$ cat src/rtl/isa_xlate_pkg.sv
package isa_xlate_pkg;

  typedef enum logic [1:0] {
    SZ_BYTE = 2'd0,
    SZ_HALF = 2'd1,
    SZ_WORD = 2'd2
  } accSize_e;

  // Decode result handed from the datapath to the control.
  typedef struct packed {
    logic hitWin;
    logic hitIack;
    logic hitIackVec;
  } decode_t;

  // Strobes from the control into the datapath registers.
  typedef struct packed {
    logic loadIo;
    logic loadLocal;
    logic capRead;
  } ctrlStb_t;

  // Byte lane swap between big-endian CPU and little-endian I/O bus.
  function automatic logic [31:0] laneSwap(input logic [31:0] d, input logic [1:0] sz);
    logic [31:0] r;
    r = d;
    if (sz == SZ_HALF) begin
      r = {16'h0000, d[7:0], d[15:8]};
    end else if (sz != SZ_BYTE) begin
      for (int i = 0; i < 4; i++) begin
        r[8*i +: 8] = d[8*(3-i) +: 8];
      end
    end
    return r;
  endfunction

endpackage

$ cat src/rtl/isa_xlate_ctrl.sv
module isa_xlate_ctrl
  import isa_xlate_pkg::*;
(
  input  logic     clk,
  input  logic     rstN,
  input  logic     cpuReq,
  input  logic     cpuWe,
  input  decode_t  dec,
  input  logic     ioRvalid,
  output ctrlStb_t stb,
  output logic     ioRd,
  output logic     ioWr,
  output logic     iackStb,
  output logic     cpuDone
);

  typedef enum logic {
    ST_IDLE = 1'b0,
    ST_WAIT = 1'b1
  } state_e;

  state_e state;
  logic   accept;
  logic   fwdRead;
  logic   fwdWrite;
  logic   readBack;

  assign accept   = cpuReq && (state == ST_IDLE);
  assign fwdRead  = accept && dec.hitWin && !cpuWe;
  assign fwdWrite = accept && dec.hitWin && cpuWe;
  assign readBack = (state == ST_WAIT) && ioRvalid;

  always_comb begin
    stb.loadIo    = accept && dec.hitWin;
    stb.loadLocal = accept && !dec.hitWin;
    stb.capRead   = readBack;
  end

  always_ff @(posedge clk) begin
    if (!rstN) begin
      state   <= ST_IDLE;
      ioRd    <= 1'b0;
      ioWr    <= 1'b0;
      iackStb <= 1'b0;
      cpuDone <= 1'b0;
    end else begin
      ioRd    <= fwdRead;
      ioWr    <= fwdWrite;
      iackStb <= accept && dec.hitIackVec && !cpuWe;
      cpuDone <= (accept && !fwdRead) || readBack;
      case (state)
        ST_IDLE: if (fwdRead) state <= ST_WAIT;
        ST_WAIT: if (ioRvalid) state <= ST_IDLE;
        default: state <= ST_IDLE;
      endcase
    end
  end

endmodule

$ cat src/rtl/isa_xlate_dp.sv
module isa_xlate_dp
  import isa_xlate_pkg::*;
#(
  parameter logic [31:0] WIN_BASE   = 32'h8000_0000,
  parameter int          WIN_LOG2   = 23,
  parameter logic [31:0] IACK_ADDR  = 32'hBFFF_FFF0,
  parameter int          PORT_W     = 20,
  parameter int          FLAT_W     = 16,
  parameter int          LOW_BITS   = 5,
  parameter int          PAGE_LOG2  = 12
) (
  input  logic              clk,
  input  logic              rstN,
  input  logic              mapSplit,
  input  logic              cpuWe,
  input  logic [31:0]       cpuAddr,
  input  logic [1:0]        cpuSize,
  input  logic [31:0]       cpuWdata,
  input  logic [31:0]       ioRdata,
  input  logic [7:0]        iackVec,
  input  ctrlStb_t          stb,
  output decode_t           dec,
  output logic [PORT_W-1:0] ioPort,
  output logic [1:0]        ioSize,
  output logic [31:0]       ioWdata,
  output logic [31:0]       cpuRdata
);

  localparam int HIGH_BITS = PORT_W - LOW_BITS;
  localparam int WIN_TAG_W = 32 - WIN_LOG2;

  logic [PORT_W-1:0] flatPort;
  logic [PORT_W-1:0] splitPort;
  logic [PORT_W-1:0] nextPort;
  logic [31:0]       localData;
  logic [1:0]        heldSize;

  always_comb begin
    dec.hitWin     = cpuAddr[31:WIN_LOG2] == WIN_BASE[31:WIN_LOG2];
    dec.hitIack    = cpuAddr[31:2] == IACK_ADDR[31:2];
    dec.hitIackVec = cpuAddr == IACK_ADDR;
  end

  generate
    if (PORT_W > FLAT_W) begin : g_flatPad
      assign flatPort = {{(PORT_W-FLAT_W){1'b0}}, cpuAddr[FLAT_W-1:0]};
    end else begin : g_flatCut
      assign flatPort = cpuAddr[PORT_W-1:0];
    end
  endgenerate

  assign splitPort = {cpuAddr[PAGE_LOG2 +: HIGH_BITS], cpuAddr[LOW_BITS-1:0]};
  assign nextPort  = mapSplit ? splitPort : flatPort;
  assign localData = (dec.hitIackVec && !cpuWe) ? laneSwap({24'h0, iackVec}, cpuSize) : 32'h0;

  always_ff @(posedge clk) begin
    if (!rstN) begin
      ioPort   <= '0;
      ioSize   <= 2'd0;
      heldSize <= 2'd0;
      ioWdata  <= 32'h0;
      cpuRdata <= 32'h0;
    end else begin
      if (stb.loadIo) begin
        ioPort   <= nextPort;
        ioSize   <= cpuSize;
        heldSize <= cpuSize;
        ioWdata  <= laneSwap(cpuWdata, cpuSize);
      end
      if (stb.loadLocal) begin
        cpuRdata <= localData;
      end else if (stb.capRead) begin
        cpuRdata <= laneSwap(ioRdata, heldSize);
      end
    end
  end

  logic unusedTag;
  assign unusedTag = ^WIN_TAG_W;

endmodule

$ cat src/rtl/isa_window_xlate.sv
module isa_window_xlate
  import isa_xlate_pkg::*;
#(
  parameter int PORT_W = 20
) (
  input  logic              clk,
  input  logic              rstN,
  input  logic              mapSplit,
  input  logic              cpuReq,
  input  logic              cpuWe,
  input  logic [31:0]       cpuAddr,
  input  logic [1:0]        cpuSize,
  input  logic [31:0]       cpuWdata,
  output logic [31:0]       cpuRdata,
  output logic              cpuDone,
  output logic              ioRd,
  output logic              ioWr,
  output logic [PORT_W-1:0] ioPort,
  output logic [1:0]        ioSize,
  output logic [31:0]       ioWdata,
  input  logic [31:0]       ioRdata,
  input  logic              ioRvalid,
  input  logic [7:0]        iackVec,
  output logic              iackStb
);

  decode_t  dec;
  ctrlStb_t stb;

  isa_xlate_ctrl u_ctrl (
    .clk      (clk),
    .rstN     (rstN),
    .cpuReq   (cpuReq),
    .cpuWe    (cpuWe),
    .dec      (dec),
    .ioRvalid (ioRvalid),
    .stb      (stb),
    .ioRd     (ioRd),
    .ioWr     (ioWr),
    .iackStb  (iackStb),
    .cpuDone  (cpuDone)
  );

  isa_xlate_dp #(.PORT_W(PORT_W)) u_dp (
    .clk      (clk),
    .rstN     (rstN),
    .mapSplit (mapSplit),
    .cpuWe    (cpuWe),
    .cpuAddr  (cpuAddr),
    .cpuSize  (cpuSize),
    .cpuWdata (cpuWdata),
    .ioRdata  (ioRdata),
    .iackVec  (iackVec),
    .stb      (stb),
    .dec      (dec),
    .ioPort   (ioPort),
    .ioSize   (ioSize),
    .ioWdata  (ioWdata),
    .cpuRdata (cpuRdata)
  );

endmodule

$ cat config.mk
export PLATFORM = sky130hd
export DESIGN_NAME = isa_window_xlate
export DESIGN_NICKNAME = d
export VERILOG_FILES = /design/src/rtl/isa_xlate_pkg.sv /design/src/rtl/isa_xlate_ctrl.sv /design/src/rtl/isa_xlate_dp.sv /design/src/rtl/isa_window_xlate.sv
export SDC_FILE = /design/constraint.sdc
export NUM_CORES = 1
export LEC_CHECK = 0
export ABC_AREA = 1
export CAP_MARGIN = 20
export CELL_PAD_IN_SITES_DETAIL_PLACEMENT = 1
export CELL_PAD_IN_SITES_GLOBAL_PLACEMENT = 1
export CORE_ASPECT_RATIO = 2
export CORE_MARGIN = 2
export CORE_UTILIZATION = 39
export CTS_CLUSTER_DIAMETER = 40
export DETAILED_ROUTE_END_ITERATION = 10
export DONT_BUFFER_PORTS = 1
export PLACE_DENSITY = 0.75
export SYNTH_ARGS = -nofsm -noshare
export SYNTH_HDL_FRONTEND = slang
export SYNTH_SLANG_ARGS = --single-unit
$ cat constraint.sdc
create_clock -name clk -period 1.3 [get_ports clk]
set_input_delay 0.13 -clock clk [delete_from_list [all_inputs] [get_ports clk]]
set_output_delay 0.13 -clock clk [all_outputs]
set_load 0.05 [all_outputs]
==> results_dict.tcl, run 1 <==
set metrics [dict create \
    run_status "complete, but fails checks" \
    failed_checks "negative hold slack, negative setup slack" \
    startpoint_type "flip-flop" \
    cts.path.max_buffers 2 \
    timing.hold.worst_endpoint "u_dp.heldSize[0]" \
    number_of_synthesis_warnings 0 \
    floorplan.initialDensity 0.399 \
    global_route.usage.total 0.286 \
    r2r_end "u_dp.cpuRdata[23]" \
    max_stage_delay_ns 0.37 \
    max_clock_freq_mhz 724 \
    cts_tree "built" \
    inserted_diodes 0 \
    cellLeakagePower_nw 2.98 \
    detailedPlacementHpwl_mm 14.0 \
    p_per_area_mw_per_mm2 966 \
    drtIter0Drc 251 \
    die_y_microns 161 \
    timing.setup.critical_path_class "flip-flop to flip-flop" \
    critical_path_buf_inv_count 2 \
    cts_num_sinks 91 \
    syn_inst 698 \
    seq_area_frac_synth 0.377 \
    drt_drc_violations_left 0 \
    critical_path_required_ns 1.54 \
    slew_viols_final 0 \
    route.antenna.remaining_nets 0 \
    area_delta_synth_final_pct 41.7 \
    insertion_delay_ns 0.34 \
    cp_max_fo 21 \
    path_clk_slew_ns 0.07 \
    tightestPinTransition_ns 0.508 \
    detailedRoute.firstPassIterationCount 6 \
    slew_headroom 0.661 \
    fin_hold_ws_ns -0.0869 \
    critical-path-slowest-cell "sky130_fd_sc_hd__dfxtp_4" \
    worst_endpoint_data_arrival_time_ns 1.62 \
    critical-path-top-delay-family "buffers and inverters" \
    p_total_mw 6.62 \
    routed_via_density 5.77 \
    setup-violations-final 43 \
    critical_path.endpoint_type "flip-flop" \
    timing.max_cap.violations 0 \
    worst_reg_to_reg_setup_slack_ns -0.08 \
    ioPinCount 202 \
    setup_slack_ns -0.0813 \
    wl_per_cell_microns 21.8 \
    avgSynthCellArea_sq_um 6.93 \
    final_clock_skew_ns 0.00711 \
    hold_path_class "input pin to flip-flop" \
    portBuffers 0 \
    hold_path_startpoint "rstN" \
    gp_congestion 0.831 \
    drive_gt1_frac 0.290 \
    totalNegativeSetupSlack_ns -1.32 \
    grt_antenna_before_repair 0 \
    globalRouteOverflowTotal 0 \
    peakVddDrop_mv 0.686 \
    mappedNetlistArea_sq_mm 0.00484 \
    detailedPlace.worstSlack_ns -0.132 \
    crit_path_cell_trace "nand2_1 > buf_12 > a221oi_1 > buf_4 > nor3_1" \
    syn_nets 810 \
    finalWirelength_mm 20.9 \
    grt_pass1_vias 5835 \
    finalHoldViolCount 63 \
    fillcell_total 1517 \
    min_delay_path_depth 2 \
    period_minus_ws_final_ns 1.38 \
    numCtsBuffers 9 \
    seq_cells_post_synth 91 \
    fp.dieW_microns 82.7 \
    h-tree-depth 3 \
    r2r_cell_count 5 \
    yosysUniqueCellTypes 29 \
    min_period_over_period 1.06 \
    placement_rows 57 \
    rsz0062_at_grt "yes" \
    grt_start_max_net_pins 83 \
    core_area_sq_mm 0.0121 \
    detailroute.via_count 5535 \
    layout_net_count 920 \
    die-area_sq_mm 0.0134 \
    worstReg2RegStart "u_ctrl.state" \
    grt_pass1_wl_mm 29.2 \
    clock_tree.root_cell "sky130_fd_sc_hd__clkbuf_16" \
]
## final cells by class
class                      instances  area, sq um  area share
clock buffer                       9          225      0.0329
clock inverter                     7         96.3      0.0141
inverter                          31          136      0.0199
multi-input combinational        524         2920       0.426
sequential                        91         1830       0.268
tap                              147          184      0.0268
timing repair buffer             151         1460       0.213
## cell usage after synthesis
| cell | number | area share |
|---|---|---|
| sky130_fd_sc_hd__buf_2 | 19 | 0.020 |
| sky130_fd_sc_hd__mux2i_1 | 11 | 0.023 |
| sky130_fd_sc_hd__o21a_1 | 2 | 0.0031 |
| sky130_fd_sc_hd__o21ai_0 | 69 | 0.071 |
| sky130_fd_sc_hd__inv_1 | 28 | 0.022 |
| sky130_fd_sc_hd__o211ai_1 | 3 | 0.0047 |
| sky130_fd_sc_hd__nand3b_1 | 25 | 0.039 |
| sky130_fd_sc_hd__a21oi_1 | 62 | 0.064 |
| sky130_fd_sc_hd__nand2_1 | 163 | 0.13 |
| sky130_fd_sc_hd__buf_6 | 2 | 0.0047 |
| sky130_fd_sc_hd__a22o_1 | 5 | 0.0091 |
| sky130_fd_sc_hd__buf_4 | 6 | 0.0093 |
| sky130_fd_sc_hd__buf_1 | 3 | 0.0023 |
| sky130_fd_sc_hd__nand3_1 | 19 | 0.020 |
| sky130_fd_sc_hd__nand3_2 | 2 | 0.0041 |
| sky130_fd_sc_hd__nand2_2 | 4 | 0.0052 |
| sky130_fd_sc_hd__a21boi_0 | 1 | 0.0016 |
| sky130_fd_sc_hd__and2_1 | 1 | 0.0013 |
| sky130_fd_sc_hd__nor3_1 | 22 | 0.023 |
| sky130_fd_sc_hd__a221oi_1 | 13 | 0.024 |
| sky130_fd_sc_hd__nor2_2 | 2 | 0.0026 |
| sky130_fd_sc_hd__clkbuf_1 | 22 | 0.017 |
| sky130_fd_sc_hd__o21ai_1 | 9 | 0.0093 |
| sky130_fd_sc_hd__dfxtp_1 | 91 | 0.38 |
| sky130_fd_sc_hd__nor2_1 | 79 | 0.061 |
| sky130_fd_sc_hd__nor2_4 | 3 | 0.0070 |
| sky130_fd_sc_hd__a22oi_1 | 28 | 0.043 |
| sky130_fd_sc_hd__nor3b_4 | 1 | 0.0039 |
| sky130_fd_sc_hd__inv_2 | 3 | 0.0023 |
## flip-flops by register name, summed over array words and instances (netlist names)
register / flops
u_dp.cpuRdata: 32
u_dp.ioWdata: 32
u_dp.ioPort: 20
u_dp.heldSize: 2
u_ctrl.cpuDone: 1
u_ctrl.iackStb: 1
u_ctrl.ioRd: 1
u_ctrl.ioWr: 1
u_ctrl.state: 1
## layer usage
metal	share of wire	wire length (microns)	track usage
met1	0.32	6700	0.261
met2	0.57	12000	0.543
met3	0.059	1240	0.0682
met4	0.049	1020	0.159
met5	0	0	0
## worst register-to-register path, cell delays in order, from the launching register on
cell and delay, ns:
sky130_fd_sc_hd__dfxtp_4 0.37, sky130_fd_sc_hd__nand2_1 0.12, sky130_fd_sc_hd__buf_12 0.20, sky130_fd_sc_hd__a221oi_1 0.34, sky130_fd_sc_hd__buf_4 0.22, sky130_fd_sc_hd__nor3_1 0.05
## stage by stage
| step | cell area (sq um) | hold WS [ns] | instances | utilization |
|---|---|---|---|---|
| 6_report | 6850 | -0.0869 | 960 | 0.565 |
| 5_1_grt | 6850 | -0.0866 | 960 | 0.565 |
| 4_1_cts | 6420 | -0.100 | 947 | 0.529 |
| 3_5_place_dp | 5860 | 0.270 | 920 | 0.483 |
| 3_3_place_gp | 5860 | 0.258 | 920 | 0.483 |
| 2_1_floorplan | 4880 | 0.248 | 698 | - |
## layout by cell type, fill, tap and decap left out, types with 4 or more instances in the layout
cell / instances
sky130_fd_sc_hd__a21oi_1: 44
sky130_fd_sc_hd__buf_12: 14
sky130_fd_sc_hd__buf_4: 113
sky130_fd_sc_hd__a221oi_1: 9
sky130_fd_sc_hd__nand2_1: 156
sky130_fd_sc_hd__nand2_2: 6
sky130_fd_sc_hd__buf_6: 8
sky130_fd_sc_hd__nor2_1: 64
sky130_fd_sc_hd__nand2_4: 4
sky130_fd_sc_hd__a22o_1: 5
sky130_fd_sc_hd__o21ai_2: 12
sky130_fd_sc_hd__nor2_2: 13
sky130_fd_sc_hd__buf_8: 4
sky130_fd_sc_hd__o21ai_1: 35
sky130_fd_sc_hd__a21oi_2: 18
sky130_fd_sc_hd__nor2_4: 7
sky130_fd_sc_hd__o21ai_0: 31
sky130_fd_sc_hd__nand3b_1: 25
sky130_fd_sc_hd__dfxtp_1: 88
sky130_fd_sc_hd__nor3_1: 22
sky130_fd_sc_hd__clkbuf_16: 13
sky130_fd_sc_hd__dlygate4sd3_1: 8
sky130_fd_sc_hd__inv_1: 27
sky130_fd_sc_hd__a22oi_1: 27
sky130_fd_sc_hd__mux2i_1: 11
sky130_fd_sc_hd__nand3_1: 18
## logic make-up (layout without fill, tap and decap cells)
group                  Yosys count  in the layout  synth area share
AOI/OAI and AO/OA              192            192             0.230
buffers and inverters           83            198            0.0771
DFF                             91             91             0.377
muxes                           11             11            0.0228
and+or+nand+nor                321            321             0.293
## power by group
part	internal [mW]	total (mW)	switching (mW)	leakage, nW
clock	1.70	2.90	1.20	0.161
sequential	2.82	2.86	0.0334	0.740
combinational	0.348	0.858	0.510	2.08
## worst max path at each step
stage,start,to,slack (ns),cells after the start
floorplan,u_ctrl.state,u_dp.ioWdata[13],0.003,7
global placement,u_dp.heldSize[1],u_dp.cpuRdata[19],-0.10,6
detailed placement,u_dp.heldSize[1],u_dp.cpuRdata[19],-0.13,6
CTS,u_ctrl.state,u_dp.ioWdata[5],-0.07,8
global route,u_ctrl.state,u_dp.cpuRdata[23],-0.15,5
finish,u_ctrl.state,u_dp.cpuRdata[23],-0.08,5
## timing repair
| item | in CTS | in global routing |
|---|---|---|
| endpoints found under the setup margin | 73 | 81 |
| buffers inserted | 3 | 8 |
| hold endpoints to repair | 84 | 82 |
| pin swaps | 6 | 17 |
| resized for setup | 34 | 99 |
| cloned | 2 | 7 |
| hold buffers | 6 | 2 |
No activity file was read; power rests on OpenSTA's default activity.
==> run 2: changes to the inputs <==
--- a/config.mk
+++ b/config.mk
@@ -11,11 +11,12 @@
 export CELL_PAD_IN_SITES_GLOBAL_PLACEMENT = 1
 export CORE_ASPECT_RATIO = 2
 export CORE_MARGIN = 2
-export CORE_UTILIZATION = 39
+export CORE_UTILIZATION = 40
+export CTS_BUF_LIST = sky130_fd_sc_hd__clkbuf_8
 export CTS_CLUSTER_DIAMETER = 40
 export DETAILED_ROUTE_END_ITERATION = 10
 export DONT_BUFFER_PORTS = 1
-export PLACE_DENSITY = 0.75
+export PLACE_DENSITY = 0.76
 export SYNTH_ARGS = -nofsm -noshare
 export SYNTH_HDL_FRONTEND = slang
 export SYNTH_SLANG_ARGS = --single-unit
==> results_dict.tcl, run 2 (synthesis results as in run 1) <==
set metrics [dict create \
    setup_slack_ns -0.116 \
    detailedRoute.firstPassIterationCount 4 \
    period_minus_ws_final_ns 1.42 \
    crit_path_cell_trace "nor2_4 > buf_6 > clkinv_8 > nor2_4 > buf_12 > clkbuf_16 > a21oi_2" \
    finish.instance_area_sq_mm 0.00685 \
    grt_antenna_before_repair 0 \
    fillcell_total 1465 \
    numCtsBuffers 9 \
    path_clk_slew_ns 0.10 \
    r2r_end "u_dp.ioPort[7]" \
    detailedPlacementHpwl_mm 14.1 \
    worstReg2RegStart "u_ctrl.state" \
    rsz0062_at_grt "yes" \
    cts_num_sinks 91 \
    min_delay_path_depth 2 \
    timing.hold.worst_endpoint "u_dp.ioPort[2]" \
    detailed_place.area_sq_mm 0.00587 \
    worst_reg_to_reg_setup_slack_ns -0.12 \
    slew_headroom 0.648 \
    clock_tree.root_cell "sky130_fd_sc_hd__clkbuf_8" \
    drt_drc_violations_left 0 \
    timing.max_cap.violations 0 \
    cts_tree "built" \
    max_clock_freq_mhz 706 \
    mostFrequentLayoutCell "sky130_fd_sc_hd__nand2_1" \
    failed_checks "negative hold slack, negative setup slack" \
    finish.cell_count_without_fillers 957 \
    critical-path-slowest-cell "sky130_fd_sc_hd__dfxtp_4" \
    startpoint_type "flip-flop" \
    h-tree-depth 3 \
    run_status "complete, but fails checks" \
    detailedPlace.worstSlack_ns -0.184 \
    cp_max_fo 8 \
    regArea_sq_mm 0.00183 \
    worst_endpoint_data_arrival_time_ns 1.67 \
    reg_top3 "u_dp.cpuRdata (32), u_dp.ioWdata (32), u_dp.ioPort (20)" \
    detailroute.via_count 5579 \
    portBuffers 0 \
    fp.dieW_microns 81.8 \
    worst-path-stages 7 \
    floorplan.initialDensity 0.411 \
    hold_path_startpoint "rstN" \
    routed_via_density 5.83 \
    die-area_sq_mm 0.0130 \
    critical_path_buf_inv_count 4 \
    finalWirelength_mm 20.5 \
    area_delta_synth_final_pct 41.7 \
    globalRouteOverflowTotal 0 \
    place_inst 918 \
    p_total_mw 5.97 \
    slew_viols_final 0 \
    global_route.usage.total 0.284 \
    layout_net_count 919 \
    peakVddDrop_mv 0.596 \
    timing.setup.critical_path_class "flip-flop to flip-flop" \
    layout_common_cells "sky130_fd_sc_hd__nand2_1 (162), sky130_fd_sc_hd__buf_4 (113), sky130_fd_sc_hd__dfxtp_1 (88), sky130_fd_sc_hd__nor2_1 (71), sky130_fd_sc_hd__a21oi_2 (37)" \
    grt_start_max_net_pins 83 \
    cts.path.max_buffers 2 \
    multi_input_area_sq_mm 0.00297 \
    route.antenna.remaining_nets 0 \
    critical_path.endpoint_type "flip-flop" \
    insertion_delay_ns 0.37 \
    finalHoldViolCount 76 \
    inserted_diodes 0 \
    grt_pass1_vias 5675 \
    drtIter0Drc 156 \
    worst_path_most_repeated_cell "sky130_fd_sc_hd__nor2_4" \
    core_area_sq_mm 0.0118 \
    final_clock_skew_ns 0.0160 \
    ioPinCount 202 \
    p_per_area_mw_per_mm2 872 \
    gp_congestion 0.821 \
    fin_util 0.582 \
    max_stage_delay_ns 0.38 \
    grt_pass1_wl_mm 28.6 \
    setup-violations-final 61 \
    tightestPinTransition_ns 0.527 \
    critical_path_required_ns 1.55 \
    hold_path_class "input pin to flip-flop" \
    critical-path-top-delay-family "buffers and inverters" \
    r2r_cell_count 7 \
    die_y_microns 159 \
    min_period_over_period 1.09 \
    placement_rows 56 \
    fin_hold_ws_ns -0.135 \
    cts.hold.buffers_added 9 \
    drive_gt1_frac 0.312 \
    wl_per_cell_microns 21.4 \
    cellLeakagePower_nw 2.92 \
]
==> run 2: cell types whose count changed in the layout (fill, tap and decap cells not counted), moves of 4 or more <==
cell                        change
sky130_fd_sc_hd__a21oi_1       -20
sky130_fd_sc_hd__a21oi_2       +19
sky130_fd_sc_hd__buf_6          -4
sky130_fd_sc_hd__clkbuf_16      -7
sky130_fd_sc_hd__clkbuf_8      +11
sky130_fd_sc_hd__nand2_1        +6
sky130_fd_sc_hd__nor2_1         +7
sky130_fd_sc_hd__nor2_2         -4
sky130_fd_sc_hd__nor3_1         -4
sky130_fd_sc_hd__nor3_2         +4
sky130_fd_sc_hd__o21ai_0        -7
sky130_fd_sc_hd__o21ai_2        +8
==> run 2: power by group <==
part / total [mW] / switching [mW] / leakage [nW] / internal, mW
clock: 2.28 / 1.08 / 0.116 / 1.20
combinational: 0.838 / 0.503 / 2.06 / 0.335
sequential: 2.86 / 0.0339 / 0.740 / 2.82
total: 5.97 / 1.62 / 2.92 / 4.35
==> run 2: area by class of cell <==
class                   instances  share of cell area
repair buffers                150               0.217
clock inverters                 5              0.0124
well taps                     145              0.0265
multi-input cells             524               0.434
inverters                      31              0.0206
clock buffers                  11              0.0221
flip-flops and latches         91               0.267
==> run 2: how the worst max path moves through the flow <==
stage                          start           endpoint
CTS                     u_ctrl.state   u_dp.ioWdata[28]
global placement        u_ctrl.state  u_dp.cpuRdata[23]
finish                  u_ctrl.state     u_dp.ioPort[7]
global route        u_dp.heldSize[1]   u_dp.cpuRdata[0]
floorplan               u_ctrl.state   u_dp.ioWdata[13]
detailed placement      u_ctrl.state  u_dp.cpuRdata[23]
==> run 2: layer usage <==
layer / up-vias / global-route usage / wire, microns
li1: 2587 / - / -
met1: 2713 / 0.261 / 6510
met2: 212 / 0.537 / 11500
met3: 67 / 0.0748 / 1210
met4: 0 / 0.143 / 1250
met5: - / 0 / 0
==> run 2: what timing repair did <==
item | in CTS | in global routing
endpoints found under the setup margin | 78 | 79
cloned | 1 | 8
buffers inserted | 1 | 4
pin swaps | 4 | 16
gates resized for setup | 24 | 124
hold endpoints to repair | 91 | 88
==> run 2: worst register-to-register path: stages (launching register included) <==
cell and delay (ns):
sky130_fd_sc_hd__dfxtp_4 0.38, sky130_fd_sc_hd__nor2_4 0.18, sky130_fd_sc_hd__buf_6 0.15, sky130_fd_sc_hd__clkinv_8 0.06, sky130_fd_sc_hd__nor2_4 0.12, sky130_fd_sc_hd__buf_12 0.15, sky130_fd_sc_hd__clkbuf_16 0.19, sky130_fd_sc_hd__a21oi_2 0.07
==> run 2: through the flow <==
| stage | hold WS (ns) | setup TNS (ns) |
|---|---|---|
| 5_1_grt | -0.148 | -7.34 |
| 4_1_cts | -0.124 | -0.448 |
| 3_3_place_gp | 0.259 | -0.596 |
| 2_1_floorplan | 0.248 | 0 |
| 3_5_place_dp | 0.275 | -1.91 |
| 6_report | -0.135 | -3.12 |
==> run 3: changes to the inputs <==
--- a/config.mk
+++ b/config.mk
@@ -5,7 +5,6 @@
 export SDC_FILE = /design/constraint.sdc
 export NUM_CORES = 1
 export LEC_CHECK = 0
-export ABC_AREA = 1
 export CAP_MARGIN = 20
 export CELL_PAD_IN_SITES_DETAIL_PLACEMENT = 1
 export CELL_PAD_IN_SITES_GLOBAL_PLACEMENT = 1
@@ -16,7 +15,7 @@
 export CTS_CLUSTER_DIAMETER = 40
 export DETAILED_ROUTE_END_ITERATION = 10
 export DONT_BUFFER_PORTS = 1
-export PLACE_DENSITY = 0.76
+export PLACE_DENSITY = 0.73
 export SYNTH_ARGS = -nofsm -noshare
 export SYNTH_HDL_FRONTEND = slang
 export SYNTH_SLANG_ARGS = --single-unit
==> constraint.sdc (replaced) <==
create_clock -name clk -period 1.1 [get_ports clk]
set_input_delay 0.11 -clock clk [delete_from_list [all_inputs] [get_ports clk]]
set_output_delay 0.11 -clock clk [all_outputs]
set_load 0.05 [all_outputs]
==> results_dict.tcl, run 3 <==
set metrics [dict create \
    synth_common_cells "sky130_fd_sc_hd__nand2_1 (102), sky130_fd_sc_hd__dfxtp_1 (91), sky130_fd_sc_hd__clkbuf_1 (45)" \
    mappedNetlistArea_sq_mm 0.00520 \
    synth_top_area_share 0.350 \
    synth_most_common_cell "sky130_fd_sc_hd__nand2_1" \
    path_clk_slew_ns 0.11 \
    cp_max_fo 25 \
    synth-async-reset-ratio 0 \
    place_inst 851 \
    grt_pass1_vias 5314 \
    tightestPinTransition_ns 0.853 \
    route.antenna.remaining_nets 0 \
    syn_nets 737 \
    seq_cells_post_synth 91 \
    placement_rows 59 \
    seq_area_frac_synth 0.350 \
    max_clock_freq_mhz 642 \
    detailroute.via_count 5455 \
    layout_net_count 845 \
    cts.path.max_buffers 2 \
    insertion_delay_ns 0.37 \
    drtIter0Drc 255 \
    fin_hold_ws_ns -0.137 \
    gp_congestion 0.838 \
    detailedRoute.firstPassIterationCount 5 \
    peakVddDrop_mv 0.725 \
    wl_per_cell_microns 22.5 \
    inserted_diodes 0 \
    period_minus_ws_final_ns 1.56 \
    timing.max_cap.violations 0 \
    netlist.top_cell.by_area "sky130_fd_sc_hd__dfxtp_1" \
    ioPinCount 202 \
    avgSynthCellArea_sq_um 8.33 \
    number_of_synthesis_warnings 0 \
    failed_checks "negative hold slack, negative setup slack" \
    detailedPlace.worstSlack_ns -0.448 \
    yosys-top-cells-area "sky130_fd_sc_hd__dfxtp_1 (35%), sky130_fd_sc_hd__nand2_1 (7.4%), sky130_fd_sc_hd__mux2_2 (7.1%), sky130_fd_sc_hd__mux2i_1 (5.2%), sky130_fd_sc_hd__a221oi_1 (4.0%)" \
    fp.dieW_microns 84.7 \
    portBuffers 0 \
    setup-violations-final 93 \
    global_route.usage.total 0.264 \
    floorplan.initialDensity 0.405 \
    routed_via_density 6.13 \
    detailedPlacementHpwl_mm 13.4 \
    final_clock_skew_ns 0.0150 \
    critical_path_required_ns 1.40 \
    grt_antenna_before_repair 0 \
    numCtsBuffers 9 \
    p_total_mw 6.87 \
    die_y_microns 165 \
    cellLeakagePower_nw 2.97 \
    hold_path_class "input pin to flip-flop" \
    critical_path.endpoint_type "flip-flop" \
    drt_drc_violations_left 0 \
    reg_top3 "u_dp.cpuRdata (32), u_dp.ioWdata (32), u_dp.ioPort (20)" \
    rsz0062_at_grt "yes" \
    yosysUniqueCellTypes 39 \
    run_status "complete, but fails checks" \
    finish.cell_count_without_fillers 890 \
    totalNegativeSetupSlack_ns -26.59 \
    syn_inst 625 \
    fin_util 0.562 \
    core_area_sq_mm 0.0128 \
    slew_viols_final 0 \
    area_delta_synth_final_pct 38.7 \
    min_period_over_period 1.42 \
    clock_tree.root_cell "sky130_fd_sc_hd__clkbuf_8" \
    setup_slack_ns -0.457 \
    startpoint_type "flip-flop" \
    yosys_most_used_dff "sky130_fd_sc_hd__dfxtp_1" \
    drive_gt1_frac 0.348 \
    globalRouteOverflowTotal 0 \
    timing.setup.critical_path_class "flip-flop to flip-flop" \
    cts_tree "built" \
    slew_headroom 0.430 \
    p_per_area_mw_per_mm2 952 \
    grt_pass1_wl_mm 29.1 \
    finalHoldViolCount 78 \
    synth-edff-count 0 \
    worst_endpoint_data_arrival_time_ns 1.86 \
    grt_start_max_net_pins 85 \
    layout_common_cells "sky130_fd_sc_hd__buf_4 (102), sky130_fd_sc_hd__nand2_1 (99), sky130_fd_sc_hd__dfxtp_1 (76)" \
    finalWirelength_mm 20.0 \
    die-area_sq_mm 0.0140 \
    h-tree-depth 3 \
    cts_num_sinks 91 \
    mostFrequentLayoutCell "sky130_fd_sc_hd__buf_4" \
]
-- run 3: path summary, 6_finish.rpt --
path                                     start                end  slack [ns]  cells past startpoint
worst max register to register    u_ctrl.state  u_dp.cpuRdata[13]       -0.46                      5
worst max-delay path              u_ctrl.state  u_dp.cpuRdata[13]       -0.46                      5
worst min-delay path                      rstN        u_ctrl.ioRd       -0.14                      2
worst min register to register  u_dp.ioPort[0]     u_dp.ioPort[0]        0.46                      2
-- run 3: cell families (layout without fill, tap and decap cells) --
group | count (synthesis) | after routing | synth area share
flip-flops | 91 | 91 | 0.350
AO/OA/AOI/OAI | 197 | 197 | 0.271
buffers and inverters | 74 | 185 | 0.0606
AND/OR/NAND/NOR | 203 | 203 | 0.195
multiplexers | 60 | 62 | 0.123
-- run 3: area by class of cell --
class                           count  area [sq um]
Multi-Input combinational cell    462          3390
Timing Repair Buffer              159          1540
Fill cell                        1487          5630
Tap cell                          152           190
Clock buffer                        9           124
Inverter                           10          37.5
Clock inverter                      7          92.6
Sequential cell                    91          1850
-- run 3: report_power, final --
part	internal [mW]	switching, mW	total, mW
registers	3.34	0.0600	3.40
clock network	1.12	1.44	2.56
logic	0.426	0.493	0.919
-- run 3: worst max-delay path: stages, from the launching register on --
cell                      delay [ns]
sky130_fd_sc_hd__dfxtp_2        0.34
sky130_fd_sc_hd__or3b_4         0.38
sky130_fd_sc_hd__nor4_4         0.19
sky130_fd_sc_hd__buf_12         0.20
sky130_fd_sc_hd__nand4_1        0.17
sky130_fd_sc_hd__a21oi_2        0.19
-- run 3: per-stage QoR --
stage / area (sq um) / hold WS, ns
2_1_floorplan: 5540 / 0.182
3_3_place_gp: 6520 / 0.184
3_5_place_dp: 6520 / 0.185
4_1_cts: 7040 / -0.169
5_1_grt: 7220 / -0.160
6_report: 7220 / -0.137
-- run 3: timing repair --
item,4_1_cts,5_1_grt
hold endpoints to repair,91,80
setup endpoints to repair,103,109
gates cloned,2,1
buffers inserted,8,0
resized for setup,36,29
pin swaps,11,7
hold buffers,7,5
-- run 3: metal layers --
metal  GRT usage  part of all wire
met4      0.0974             0.031
met5           0                 0
met2       0.456              0.51
met1       0.318              0.39
met3      0.0611             0.065
